**src/rtl/fps_pkg.sv**
```systemverilog
package fps_pkg;

  typedef enum logic [3:0] {
    S_IDLE,
    S_LOAD,
    S_CMD,
    S_PRD,
    S_PCHK,
    S_VRD,
    S_VCHK,
    S_DONE,
    S_ERR
  } fps_state_e;

  typedef logic [1:0] fps_err_t;

  localparam fps_err_t ERR_NONE = 2'b00;
  localparam fps_err_t ERR_TMO  = 2'b01;
  localparam fps_err_t ERR_VFY  = 2'b10;

endpackage

```
**src/rtl/fps_limit_ctr.sv**
```systemverilog
module fps_limit_ctr #(
  parameter int LIMIT = 16
) (
  input  logic clk,
  input  logic rst_n,
  input  logic clr,
  input  logic inc,
  output logic last
);

  localparam int W = $clog2(LIMIT + 1);
  localparam logic [W-1:0] TOP = W'(LIMIT - 1);

  logic [W-1:0] cnt_q;
  logic [W-1:0] cnt_d;

  always_comb begin
    cnt_d = cnt_q;
    if (clr)      cnt_d = '0;
    else if (inc) cnt_d = cnt_q + 1'b1;
  end

  always_ff @(posedge clk or negedge rst_n) begin
    if (!rst_n) cnt_q <= '0;
    else        cnt_q <= cnt_d;
  end

  assign last = (cnt_q == TOP);

  // the caller must stop at the limit instead of counting past it
  a_r7_no_wrap: assert property (@(posedge clk) disable iff (!rst_n)
    (inc && !clr) |-> !last);

  a_r8_cnt_bound: assert property (@(posedge clk) disable iff (!rst_n)
    cnt_q <= TOP);

endmodule

```
**src/rtl/fps_addr_ctr.sv**
```systemverilog
module fps_addr_ctr #(
  parameter int AW = 16
) (
  input  logic          clk,
  input  logic          rst_n,
  input  logic          load,
  input  logic [AW-1:0] first,
  input  logic [AW-1:0] last,
  input  logic          inc,
  output logic [AW-1:0] cur,
  output logic          is_last
);

  logic [AW-1:0] cur_q, cur_d;
  logic [AW-1:0] end_q, end_d;

  always_comb begin
    cur_d = cur_q;
    end_d = end_q;
    if (load) begin
      cur_d = first;
      end_d = last;
    end else if (inc) begin
      cur_d = cur_q + 1'b1;
    end
  end

  always_ff @(posedge clk or negedge rst_n) begin
    if (!rst_n) begin
      cur_q <= '0;
      end_q <= '0;
    end else begin
      cur_q <= cur_d;
      end_q <= end_d;
    end
  end

  assign cur     = cur_q;
  assign is_last = (cur_q == end_q);

  // never step beyond the last address of the range
  a_r6_no_overrun: assert property (@(posedge clk) disable iff (!rst_n)
    (inc && !load) |-> !is_last);

endmodule

```
**src/rtl/fps_cmd_seq.sv**
```systemverilog
module fps_cmd_seq #(
  parameter int AW = 16,
  parameter int DW = 16,
  parameter logic [AW-1:0] UNLK_A = 16'h0555,
  parameter logic [AW-1:0] UNLK_B = 16'h02AA
) (
  input  logic          bypass,
  input  logic [1:0]    step,
  input  logic [AW-1:0] tgt_addr,
  input  logic [DW-1:0] tgt_data,
  output logic [AW-1:0] cmd_addr,
  output logic [DW-1:0] cmd_data,
  output logic          final_step
);

  localparam logic [DW-1:0] C_KEY1 = DW'(8'hAA);
  localparam logic [DW-1:0] C_KEY2 = DW'(8'h55);
  localparam logic [DW-1:0] C_PGM  = DW'(8'hA0);

  always_comb begin
    cmd_addr   = tgt_addr;
    cmd_data   = tgt_data;
    final_step = 1'b0;
    if (bypass) begin
      if (step == 2'd0) begin
        cmd_addr = UNLK_A;
        cmd_data = C_PGM;
      end else begin
        final_step = 1'b1;
      end
    end else begin
      case (step)
        2'd0: begin cmd_addr = UNLK_A; cmd_data = C_KEY1; end
        2'd1: begin cmd_addr = UNLK_B; cmd_data = C_KEY2; end
        2'd2: begin cmd_addr = UNLK_A; cmd_data = C_PGM;  end
        default: final_step = 1'b1;
      endcase
    end
  end

endmodule

```
**src/rtl/flash_prog_seq.sv**
```systemverilog
module flash_prog_seq
  import fps_pkg::*;
#(
  parameter int AW = 16,
  parameter int DW = 16,
  parameter int POLL_LIMIT = 1024,
  parameter int RETRY_MAX = 3,
  parameter logic [AW-1:0] UNLK_A = 16'h0555,
  parameter logic [AW-1:0] UNLK_B = 16'h02AA
) (
  input  logic          clk,
  input  logic          rst_n,
  input  logic          start,
  input  logic          bypass,
  input  logic [AW-1:0] first_addr,
  input  logic [AW-1:0] last_addr,
  output logic [AW-1:0] src_addr,
  input  logic [DW-1:0] src_data,
  output logic          fl_we,
  output logic          fl_re,
  output logic [AW-1:0] fl_addr,
  output logic [DW-1:0] fl_wdata,
  input  logic [DW-1:0] fl_rdata,
  output logic          busy,
  output logic          done,
  output logic          error,
  output logic [1:0]    err_code,
  output logic [AW-1:0] err_addr
);

  localparam int STATUS_BIT = 7;

  // reset: asserted asynchronously, released on the clock
  logic rst_m_q, rst_s_q;
  always_ff @(posedge clk or negedge rst_n) begin
    if (!rst_n) begin
      rst_m_q <= 1'b0;
      rst_s_q <= 1'b0;
    end else begin
      rst_m_q <= 1'b1;
      rst_s_q <= rst_m_q;
    end
  end

  fps_state_e    state_q, state_d;
  logic [1:0]    step_q, step_d;
  logic          bypass_q, bypass_d;
  logic [DW-1:0] word_q;
  logic          word_en;
  fps_err_t      code_q, code_d;
  logic [AW-1:0] eaddr_q, eaddr_d;

  logic          idle_like, accept, empty_rng;
  logic          addr_load, addr_inc, cur_last;
  logic          poll_clr, poll_inc, poll_last;
  logic          rty_clr, rty_inc, rty_last;
  logic [AW-1:0] cur_addr, cmd_addr;
  logic [DW-1:0] cmd_data;
  logic          cmd_final;
  logic          poll_ok, vfy_ok;

  fps_addr_ctr #(.AW(AW)) u_addr (
    .clk(clk), .rst_n(rst_s_q), .load(addr_load), .first(first_addr),
    .last(last_addr), .inc(addr_inc), .cur(cur_addr), .is_last(cur_last)
  );

  fps_limit_ctr #(.LIMIT(POLL_LIMIT)) u_poll (
    .clk(clk), .rst_n(rst_s_q), .clr(poll_clr), .inc(poll_inc), .last(poll_last)
  );

  fps_limit_ctr #(.LIMIT(RETRY_MAX + 1)) u_retry (
    .clk(clk), .rst_n(rst_s_q), .clr(rty_clr), .inc(rty_inc), .last(rty_last)
  );

  fps_cmd_seq #(.AW(AW), .DW(DW), .UNLK_A(UNLK_A), .UNLK_B(UNLK_B)) u_cmd (
    .bypass(bypass_q), .step(step_q), .tgt_addr(cur_addr), .tgt_data(word_q),
    .cmd_addr(cmd_addr), .cmd_data(cmd_data), .final_step(cmd_final)
  );

  assign idle_like = (state_q == S_IDLE) || (state_q == S_DONE) || (state_q == S_ERR);
  assign accept    = idle_like && start;
  assign empty_rng = first_addr > last_addr;
  assign poll_ok   = (fl_rdata[STATUS_BIT] == word_q[STATUS_BIT]);
  assign vfy_ok    = (fl_rdata == word_q);

  always_comb begin
    state_d   = state_q;
    step_d    = step_q;
    bypass_d  = bypass_q;
    code_d    = code_q;
    eaddr_d   = eaddr_q;
    word_en   = 1'b0;
    addr_load = 1'b0;
    addr_inc  = 1'b0;
    poll_clr  = 1'b0;
    poll_inc  = 1'b0;
    rty_clr   = 1'b0;
    rty_inc   = 1'b0;
    case (state_q)
      S_IDLE, S_DONE, S_ERR: begin
        if (accept) begin
          code_d   = ERR_NONE;
          bypass_d = bypass;
          if (empty_rng) begin
            state_d = S_DONE;
          end else begin
            addr_load = 1'b1;
            state_d   = S_LOAD;
          end
        end
      end
      S_LOAD: begin
        word_en = 1'b1;
        step_d  = 2'd0;
        rty_clr = 1'b1;
        state_d = S_CMD;
      end
      S_CMD: begin
        if (cmd_final) begin
          poll_clr = 1'b1;
          state_d  = S_PRD;
        end else begin
          step_d = step_q + 2'd1;
        end
      end
      S_PRD: state_d = S_PCHK;
      S_PCHK: begin
        if (poll_ok) begin
          state_d = S_VRD;
        end else if (poll_last) begin
          code_d  = ERR_TMO;
          eaddr_d = cur_addr;
          state_d = S_ERR;
        end else begin
          poll_inc = 1'b1;
          state_d  = S_PRD;
        end
      end
      S_VRD: state_d = S_VCHK;
      S_VCHK: begin
        if (vfy_ok) begin
          if (cur_last) begin
            state_d = S_DONE;
          end else begin
            addr_inc = 1'b1;
            state_d  = S_LOAD;
          end
        end else if (rty_last) begin
          code_d  = ERR_VFY;
          eaddr_d = cur_addr;
          state_d = S_ERR;
        end else begin
          rty_inc  = 1'b1;
          poll_clr = 1'b1;
          state_d  = S_PRD;
        end
      end
      default: state_d = S_IDLE;
    endcase
  end

  always_ff @(posedge clk or negedge rst_s_q) begin
    if (!rst_s_q) begin
      state_q  <= S_IDLE;
      step_q   <= 2'd0;
      bypass_q <= 1'b0;
      word_q   <= '0;
      code_q   <= ERR_NONE;
      eaddr_q  <= '0;
    end else begin
      state_q  <= state_d;
      step_q   <= step_d;
      bypass_q <= bypass_d;
      code_q   <= code_d;
      eaddr_q  <= eaddr_d;
      if (word_en) word_q <= src_data;
    end
  end

  assign src_addr = cur_addr;
  assign fl_we    = (state_q == S_CMD);
  assign fl_re    = (state_q == S_PRD) || (state_q == S_VRD);
  assign fl_addr  = fl_we ? cmd_addr : cur_addr;
  assign fl_wdata = fl_we ? cmd_data : '0;
  assign busy     = !idle_like;
  assign done     = (state_q == S_DONE);
  assign error    = (state_q == S_ERR);
  assign err_code = code_q;
  assign err_addr = eaddr_q;

  a_r11_no_overlap: assert property (@(posedge clk) disable iff (!rst_s_q)
    !(fl_we && fl_re));

  a_r11_read_gap: assert property (@(posedge clk) disable iff (!rst_s_q)
    fl_re |=> (!fl_re && !fl_we));

  a_r12_exclusive: assert property (@(posedge clk) disable iff (!rst_s_q)
    !(done && error));

  a_r7_quiet_on_error: assert property (@(posedge clk) disable iff (!rst_s_q)
    error |-> (!fl_we && !fl_re));

  a_r10_busy_holds: assert property (@(posedge clk) disable iff (!rst_s_q)
    (busy && start) |=> (busy || done || error));

endmodule

```
**config.mk**
```make
export PLATFORM = sky130hd
export DESIGN_NAME = flash_prog_seq
export DESIGN_NICKNAME = d
export VERILOG_FILES = /design/src/rtl/fps_pkg.sv /design/src/rtl/fps_limit_ctr.sv /design/src/rtl/fps_addr_ctr.sv /design/src/rtl/fps_cmd_seq.sv /design/src/rtl/flash_prog_seq.sv
export SDC_FILE = /design/constraint.sdc
export NUM_CORES = 1
export LEC_CHECK = 0
export BUFFER_PORTS_ARGS = -buffer_cell sky130_fd_sc_hd__buf_2
export CELL_PAD_IN_SITES_DETAIL_PLACEMENT = 2
export CELL_PAD_IN_SITES_GLOBAL_PLACEMENT = 2
export CORE_MARGIN = 2
export CORE_UTILIZATION = 32
export DETAILED_ROUTE_END_ITERATION = 10
export PLACE_DENSITY_LB_ADDON = 0.1
export SYNTH_ARGS = -nofsm -noshare
export SYNTH_HDL_FRONTEND = slang
export SYNTH_HIERARCHICAL = 1
export SYNTH_SLANG_ARGS = --single-unit
export TNS_END_PERCENT = 50
```
**constraint.sdc**
```tcl
create_clock -name clk -period 3.3 [get_ports clk]
set_clock_uncertainty 0.2 [all_clocks]
set_input_delay 0.33 -clock clk [delete_from_list [all_inputs] [get_ports clk]]
set_output_delay 0.33 -clock clk [all_outputs]
set_load 0.01 [all_outputs]
```
==> results.txt, run 1 <==
* Status: finished clean
- Clock buffers created by TritonCTS: 9
* Cell with the largest stage delay on the worst path: nor4_4
- Final routed DRC violation total: 0
- Timing endpoint of the critical path: u_addr/cur[15]
* Setup CP Type: reg -> reg
- Walking the worst path, the cells encountered are xnor2_1, nand4_1, nor4_4, nor3b_1, buf_4, nand3_2, or3_1, o31a_1, o31a_1.
- Least setup slack across all paths after layout: around 0.14 ns
- Counting every sink on the clock net gives between 80 and 90.
- The detailed router placed 5,274 vias in this run.
- Main area contributors after synthesis: dfrtp_1 (39%), nand2_1 (7.9%), xnor2_1 (6.6%)
- The core region is about 17,000 sq um.
- Power density cells: approximately 910 nW/um^2
- In this run the count of I/O pins placed on the die edge is around 140.
* Worst skew pair latency: around 0.34 ns
* Net count after synthesis: 711
- The layout has ~1,900 filler cells.
- Vias/cell: between 5 and 6
- Slew at the pin closest to its max-slew limit: 0.670 ns
* Initial cell density of the core: 32.9%
* Share of the synthesized netlist area taken by xor and xnor gates: under 10%
- Counting buffers and inverters, the worst setup path is 9 cells deep.
- Clock transition at path regs: roughly 0.070 ns
* Library cell occupying the most area in the post-synthesis netlist: dfrtp_1
- Setup slack after placement: 0.0382 ns
* Sequential share of power: slightly below 30%
- Count of distinct cell types in the synthesized netlist: 59
* IO buf count: around 140
- Worst hold path type: in -> reg
- Global routing used between 20 and 25% of the available tracks.
- Final Cycle Share: about 96%
- The first TritonRoute pass finished after 4 iterations.
- Share of cell area taken by muxes after synthesis: under 10%
* Maximum ir drop on the vdd rail: between 300 and 400 uV
- Switching share of power: between 40% and 50%
- The worst setup path is launched from a flip-flop.
* Ys async rst share: between 90% and 100%
* Die boundary width: ~140 um
- For the worst setup path, the data arrival time is around 3.2 ns.
- Synth Area in Simple Gates: 22.2%
* Worst R2R Path Depth: 9
- The routed design uses about 11,000 um of met2 wire.
- Counting both buffers and inverters, the worst setup path holds a total of 1.
- In this run the tightest slew margin relative to its limit is between 50% and 60%.
- Setup total negative slack on the finished layout was measured at 0 ns.
* Routability-driven placement congestion ratio: about 0.83
- The completed layout was analyzed and its total power is 6.61 mW.
- Number of antenna violations at the first check in global routing: 0
* Fmax: around 320 MHz
- Number of DRC markers in iteration 0: approximately 190
- Post-synth top area share: 39.0%
* Fraction of final layout cells with drive strength greater than 1: a little under a third
- Adder-cell share of the synthesized area: under 10%
- The longest clock path from root to sink contains 2 buffers.
* Multi-input combinational cell area: 3260 sq um
- Total congestion overflow after global routing: 0
* Cell internal power dissipation: roughly 3.7 mW
* Most common library cell in the layout ignoring fill and taps: buf_2
* Post-layout util: 42.0%
- Flop and latch count out of synthesis: just under 90
* Mean routed wirelength per cell: approximately 20 um
- Most instantiated flip-flop cell in the synthesis netlist: dfrtp_1
- Family with the most delay on the worst path: simple AND/OR/NAND/NOR gates
- Reg-to-reg setup timing slack: 0.14 ns
* Part of the total power dissipated in combinational logic: 55.3%
- Summed over all cells, the static leakage comes to approximately 3.5 nW.
* Worst reg2reg startpoint: word_q[8]
- The synthesized netlist devotes 13.6% of its cell area to compound gates.
- After synthesis the cells add up to between 5000 and 6000 sq um.
- Routed length on met3: around 670 um
- The floorplan step defined a die boundary enclosing roughly 19,000 sq um.
- Per report_power, the clock group accounts for between 10% and 20% of the total.
- The number of antenna diodes in the final layout is 0.
- EDFF count, synth: 0
* Post-route ant nets: 0
- Entering global routing, the biggest net connects 40 pins.
- Setup crit end kind: flip-flop
- TritonCTS built the clock tree.
- Uppermost metal layer occupied by signal nets: met4
* Yosys warning count: 6
* Largest family of logic cells by synthesized area: simple AND/OR/NAND/NOR gates
- Floorplan die height: approximately 140 um
* Biggest cell delay along the critical path: ~0.42 ns
* Reg2reg end: u_addr/cur[15]
- Part of the Yosys area used for sequential elements: around 39%
- Layout area overhead: 27.6%
- Max Cap Violations: 0
- Summed over all nets, the switching power comes to 2.89 mW.
- Count of nets after finishing: approximately 900
* First element of the critical path: word_q[8]
- The H-tree was split into 3 levels.
- Counting every instance in the synthesized netlist gives 623.
- The number of global-route vias before repair is ~5,800.
- The number of slew-limit violations in the final report was 0.
* Global-route wire length before repair: 31,600 um
- Setup violations remaining at the end of the flow were counted as 0.
* Aggregate routed wire length: ~20,000 um
- After legalization and detailed placement, the total HPWL measured 15,200 um.
- Period minus WS final: around 3.2 ns
- Root buffer selected by CTS: clkbuf_16
- Hold violation total from the final report: 0
* Mean area per synthesized cell: around 9.2 sq um
* Crit path top cell by count: o31a_1
- Maximum fanout count along the critical path: 8
- Sum of routed wire segments on met1: ~8700 um
- Worst EP required: 3.33 ns
- The floorplan has 48 rows.
- Commonest non-fill, non-tap cells in the layout: buf_2 (138), nand2_1 (121), dfrtp_1 (88), xnor2_1 (43), buf_4 (39)
- The sequential cells in the finished layout cover a total of 2230 sq um.
state kept, by name, summed over array words and instances, names as in the netlist, 2 cells and up:
register / flops
state_q: 4
u_addr/cur: 16
step_q: 2
err_addr: 16
u_poll/cnt_q: 11
err_code: 2
word_q: 16
u_addr/end_q: 16
u_retry/cnt_q: 3
logic make-up (layout without fill, tap and decap cells):
| family | Yosys count | count (layout) |
|---|---|---|
| simple gates | 257 | 257 |
| xor+xnor | 49 | 49 |
| flops | 89 | 89 |
| compound gates | 108 | 108 |
| buf+inv | 57 | 234 |
| fa+ha+maj | 21 | 21 |
| mux | 41 | 41 |
| other cells | 1 | 1 |
worst reg2reg max path: cells and delay by family, from the launching register on:
kind,cells,cell delay (ns)
simple gates,5,1.49
compound gates,2,0.55
flops,1,0.41
buf+inv,1,0.20
xor+xnor,1,0.19
layer usage:
layer / track usage, % / vias to the layer above
met3: 2.91 / 15
met2: 40.4 / 101
met1: 26.7 / 2654
met5: 0 / -
li1: - / 2504
met4: 6.53 / 0
worst min-delay path by stage:
| stage | from | end | slack, ns | depth (start not counted) |
|---|---|---|---|---|
| after global placement | rst_n | rst_m_q | -0.08 | 1 |
| after detailed placement | rst_n | rst_s_q | -0.08 | 1 |
| after global routing | src_data[8] | word_q[8] | 0.02 | 3 |
| after floorplan | rst_n | rst_m_q | -0.17 | 0 |
| after CTS | src_data[13] | word_q[13] | 0.006 | 3 |
| final | src_data[8] | word_q[8] | 0.01 | 3 |
through the flow:
stage | cells | cell area, sq um | hold WS (ns)
after detailed placement | 993 | 6850 | -0.0782
after floorplan | 623 | 5720 | -0.166
after global placement | 993 | 6850 | -0.0848
final | 1025 | 7290 | 0.0126
after global routing | 1025 | 7290 | 0.0227
after CTS | 1024 | 7270 | 0.00591
power by group through the flow:
stage | sequential, mW | combinational [mW] | clock [mW]
6_report | 1.97 | 3.65 | 0.987
4_1_cts | 1.97 | 3.70 | 1.02
3_5_place_dp | 1.99 | 3.65 | 0
5_1_grt | 2.03 | 4.03 | 1.06
3_3_place_gp | 1.94 | 3.51 | 0
2_1_floorplan | 2.02 | 2.21 | 0
repair_timing:
action                                 4_1_cts  5_1_grt
hold buffers                                15        0
gates resized for setup                      0        2
endpoints found under the hold margin       16        0
setup endpoints to repair                    0        6
setup buffers                                0        1
cell usage after synthesis (all sizes together), types with 5 or more instances:
cell type,instances
a21oi,20
o21ai,27
nand2b,5
nor4,10
buf,12
or3,9
nand4,18
ha,20
a2bb2oi,8
inv,24
xor2,6
nand3,15
a21o,6
mux2,35
clkbuf,20
nor3,7
o31ai,6
a22o,9
nor2,25
o21bai,10
nand2,121
xnor2,43
dfrtp,89
and2,32
mux2i,6
layout make-up:
class	count	share of cell area (%)
Multi-Input combinational cell	477	44.7
Sequential cell	89	30.6
Timing Repair Buffer	193	15.8
Tap cell	225	3.86
Clock buffer	14	3.62
Inverter	25	1.29
Clock inverter	2	0.172
(Power assumes the default switching activity.)
==> inputs of run 2 (changes only) <==
Settings changed: BUFFER_PORTS_ARGS -buffer_cell sky130_fd_sc_hd__buf_2 to unset, CORE_ASPECT_RATIO set to 1.2, CORE_UTILIZATION 32 to 35, DONT_BUFFER_PORTS set to 1.
Clock period 3.3 ns to 2.6 ns, I/O delays scaled along.
==> results.txt, run 2 (synthesis gave the netlist of run 1 again) <==
- The flow ran to the end, but the final reports show violations.
- Violated checks: negative setup slack
* Least setup slack across all paths after layout: -0.226 ns (-0.369 ns)
- The initial cell density of the core was 35.6% (+2.6 points).
* Met3 global-route usage: 4.10% (+1.2 points)
- The total congestion overflow after global routing is 0 (unchanged).
- Cell Area, Placed: 6590 sq um (-3.8%)
- Vias/cell: 5.34 (+3.8%)
- TritonCTS built the clock tree.
- Overall power after layout: 8.89 mW (+35%)
- Arrival time of the worst setup path: 2.86 ns (-0.33 ns)
- Die boundary width: 121 um (-12%)
- The relative max-transition margin is 56.1% (+1.2 points).
- Worst R2R Path Depth: 9 (unchanged)
- The via total after detailed routing is 5,182 (-1.7%).
- Max Cap Violations: 0 (unchanged)
- The number of ports placed on the die boundary is 139 (unchanged).
- The share of final-layout standard cells stronger than drive strength 1 was 26.9% (-4.2 points).
- Most common library cell in the layout ignoring fill and taps: nand2_1
- Met1 demand-to-capacity share in global routing: 28.8% (+2.1 points)
- The post-layout net count is 843 (-4.5%).
- STA classifies the critical path startpoint as a flip-flop.
- Setup TNS after final layout: -0.937 ns (-0.937 ns)
* Setup slack after placement: -0.567 ns (-0.605 ns)
- Commonest non-fill, non-tap cells in the layout: nand2_1 (120), buf_4 (94), dfrtp_1 (88), dlygate4sd3_1 (52), xnor2_1 (32)
* Maximum ir drop on the vdd rail: 464 uV (+38%)
- The number of remaining DRC errors is 0 (unchanged).
- The worst setup path is captured at a flip-flop.
* Worst EP required: 2.63 ns (-0.70 ns)
- The placement row count came to 51 (+6.3%).
* Aggregate routed wire length: 21,600 um (+6.0%)
- Layout area overhead: 35.8%
- The remaining antenna violation count after routing was 0 (unchanged).
- The slack of the worst reg-to-reg path was -0.23 ns (-0.37 ns).
- Worst skew pair latency: 0.35 ns (about the same)
- Post-detailed-placement half-perimeter wirelength: 14,700 um (-3.2%)
- Root buffer selected by CTS: clkbuf_16
* Setup CP Type: reg -> reg
- The highest attainable clock frequency was 354 MHz (+12%).
* Max-slew violation count: 0 (unchanged)
- The buffer depth of the longest clock path was 2 (unchanged).
* Clock buffers created by TritonCTS: 9 (unchanged)
- Antenna Cells: 0 (unchanged)
- Global-route wire length before repair: 33,400 um (+5.7%)
- The highest net fanout along the worst path came to 4 (-4).
* Hold violation total from the final report: 0 (unchanged)
- IO buf count: 0 (-100%)
- Number of setup violations in the final report: 7 (+7)
* Area inside the core boundary: 16,100 sq um (-7.4%)
- The clock transition time at the flip-flop clock pins of the worst setup and hold paths came to 0.07 ns (about the same).
- Number of clock sinks seen by CTS: 89 (unchanged)
- The final standard cell utilization of the core was 48.3% (+6.2 points).
- The number of search-and-repair iterations in the first detailed-routing pass came to 4 (unchanged).
- The routed wirelength normalized by instance count is 22.3 um (+12%).
- The final critical delay including setup and external delays was 2.83 ns (-0.331 ns).
- Overall routing resource usage: 25.1% (+3.1 points)
- Floorplan die height: 144 um (+4.6%)
- The actual transition at the worst max-transition pin is 0.654 ns (-0.0159 ns).
- The routing usage on met2 is 47.3% (+7.0 points).
- Leak pwr: 3.52 nW (+0.82%)
* Number of antenna violations at the first check in global routing: 0 (unchanged)
- First element of the critical path: word_q[2]
* Worst hold path type: in -> reg
- Number of global-route vias before repair: 5,857 (+0.81%)
- The number of H-tree levels came to 3 (unchanged).
- Worst reg2reg startpoint: word_q[2]
* Final Cycle Share: 109% (+13 points)
- Setup repair after global routing missed its margin: yes
* Layer carrying the most global-route usage: met2
* Final Instance Area: 7760 sq um (+6.4%)
- The routability congestion estimate from global placement came to 0.805 (-3.0%).
- The die area is 17,400 sq um (-8.3%).
* Reg2reg end: u_addr/cur[15]
- The maximum number of pins on one net before global-route repair is 54 (+35%).
* Power density cells: 1150 nW/um^2 (+26%)
- Timing endpoint of the critical path: u_addr/cur[15]
* Number of DRC markers in iteration 0: 122 (-35%)
[run 2: cell type report]
cell class / instances / area [sq um]
fillers: 1704 / 8320
multi-input cells: 477 / 3510
flip-flops and latches: 89 / 2230
repair buffers: 153 / 1340
well taps: 212 / 265
clock buffers: 11 / 253
inverters: 25 / 93.8
clock inverters: 3 / 65.1
[run 2: power breakdown]
part	switching, mW	internal [mW]	leakage, nW
clock	0.551	0.883	0.157
sequential	0.505	1.95	1.11
combinational	2.76	2.24	2.25
[run 2: worst min path at each step]
stage / from / endpoint / slack (ns) / depth (start not counted)
after floorplan: rst_n / rst_m_q / -0.24 / 0
after global placement: rst_n / rst_m_q / -0.24 / 0
after detailed placement: rst_n / rst_m_q / -0.24 / 0
after CTS: start / state_q[0] / 0.05 / 3
after global routing: start / state_q[2] / 0.07 / 3
final: start / state_q[0] / 0.06 / 3
[run 2: critical path, cell delays in order, from the launching register on]
cell and delay, ns:
dfrtp_1 0.40, xnor2_1 0.21, nand4_1 0.23, nor4_4 0.32, nor3b_4 0.25, buf_6 0.15, nand3_4 0.07, or3_4 0.38
o31a_1 0.25, o31a_1 0.27
[run 2: metal layers]
| metal | part of all wire, % | vias up | routed length (um) |
|---|---|---|---|
| li1 | - | 2420 | - |
| met1 | 40 | 2633 | 8600 |
| met2 | 55 | 108 | 11800 |
| met3 | 3.4 | 21 | 737 |
| met4 | 2.2 | 0 | 480 |
| met5 | 0 | - | 0 |
[run 2: metrics by stage]
stage	cells	hold slack [ns]
floorplan	623	-0.236
global placement	891	-0.236
detailed placement	891	-0.236
CTS	960	0.0505
global route	970	0.0732
finish	970	0.0628
[run 2: what timing repair did]
item	in CTS	in global routing
pin swaps	12	20
endpoints found under the hold margin	52	0
hold buffers	52	0
gates resized for setup	20	30
setup buffers	4	13
setup endpoints to repair	18	50
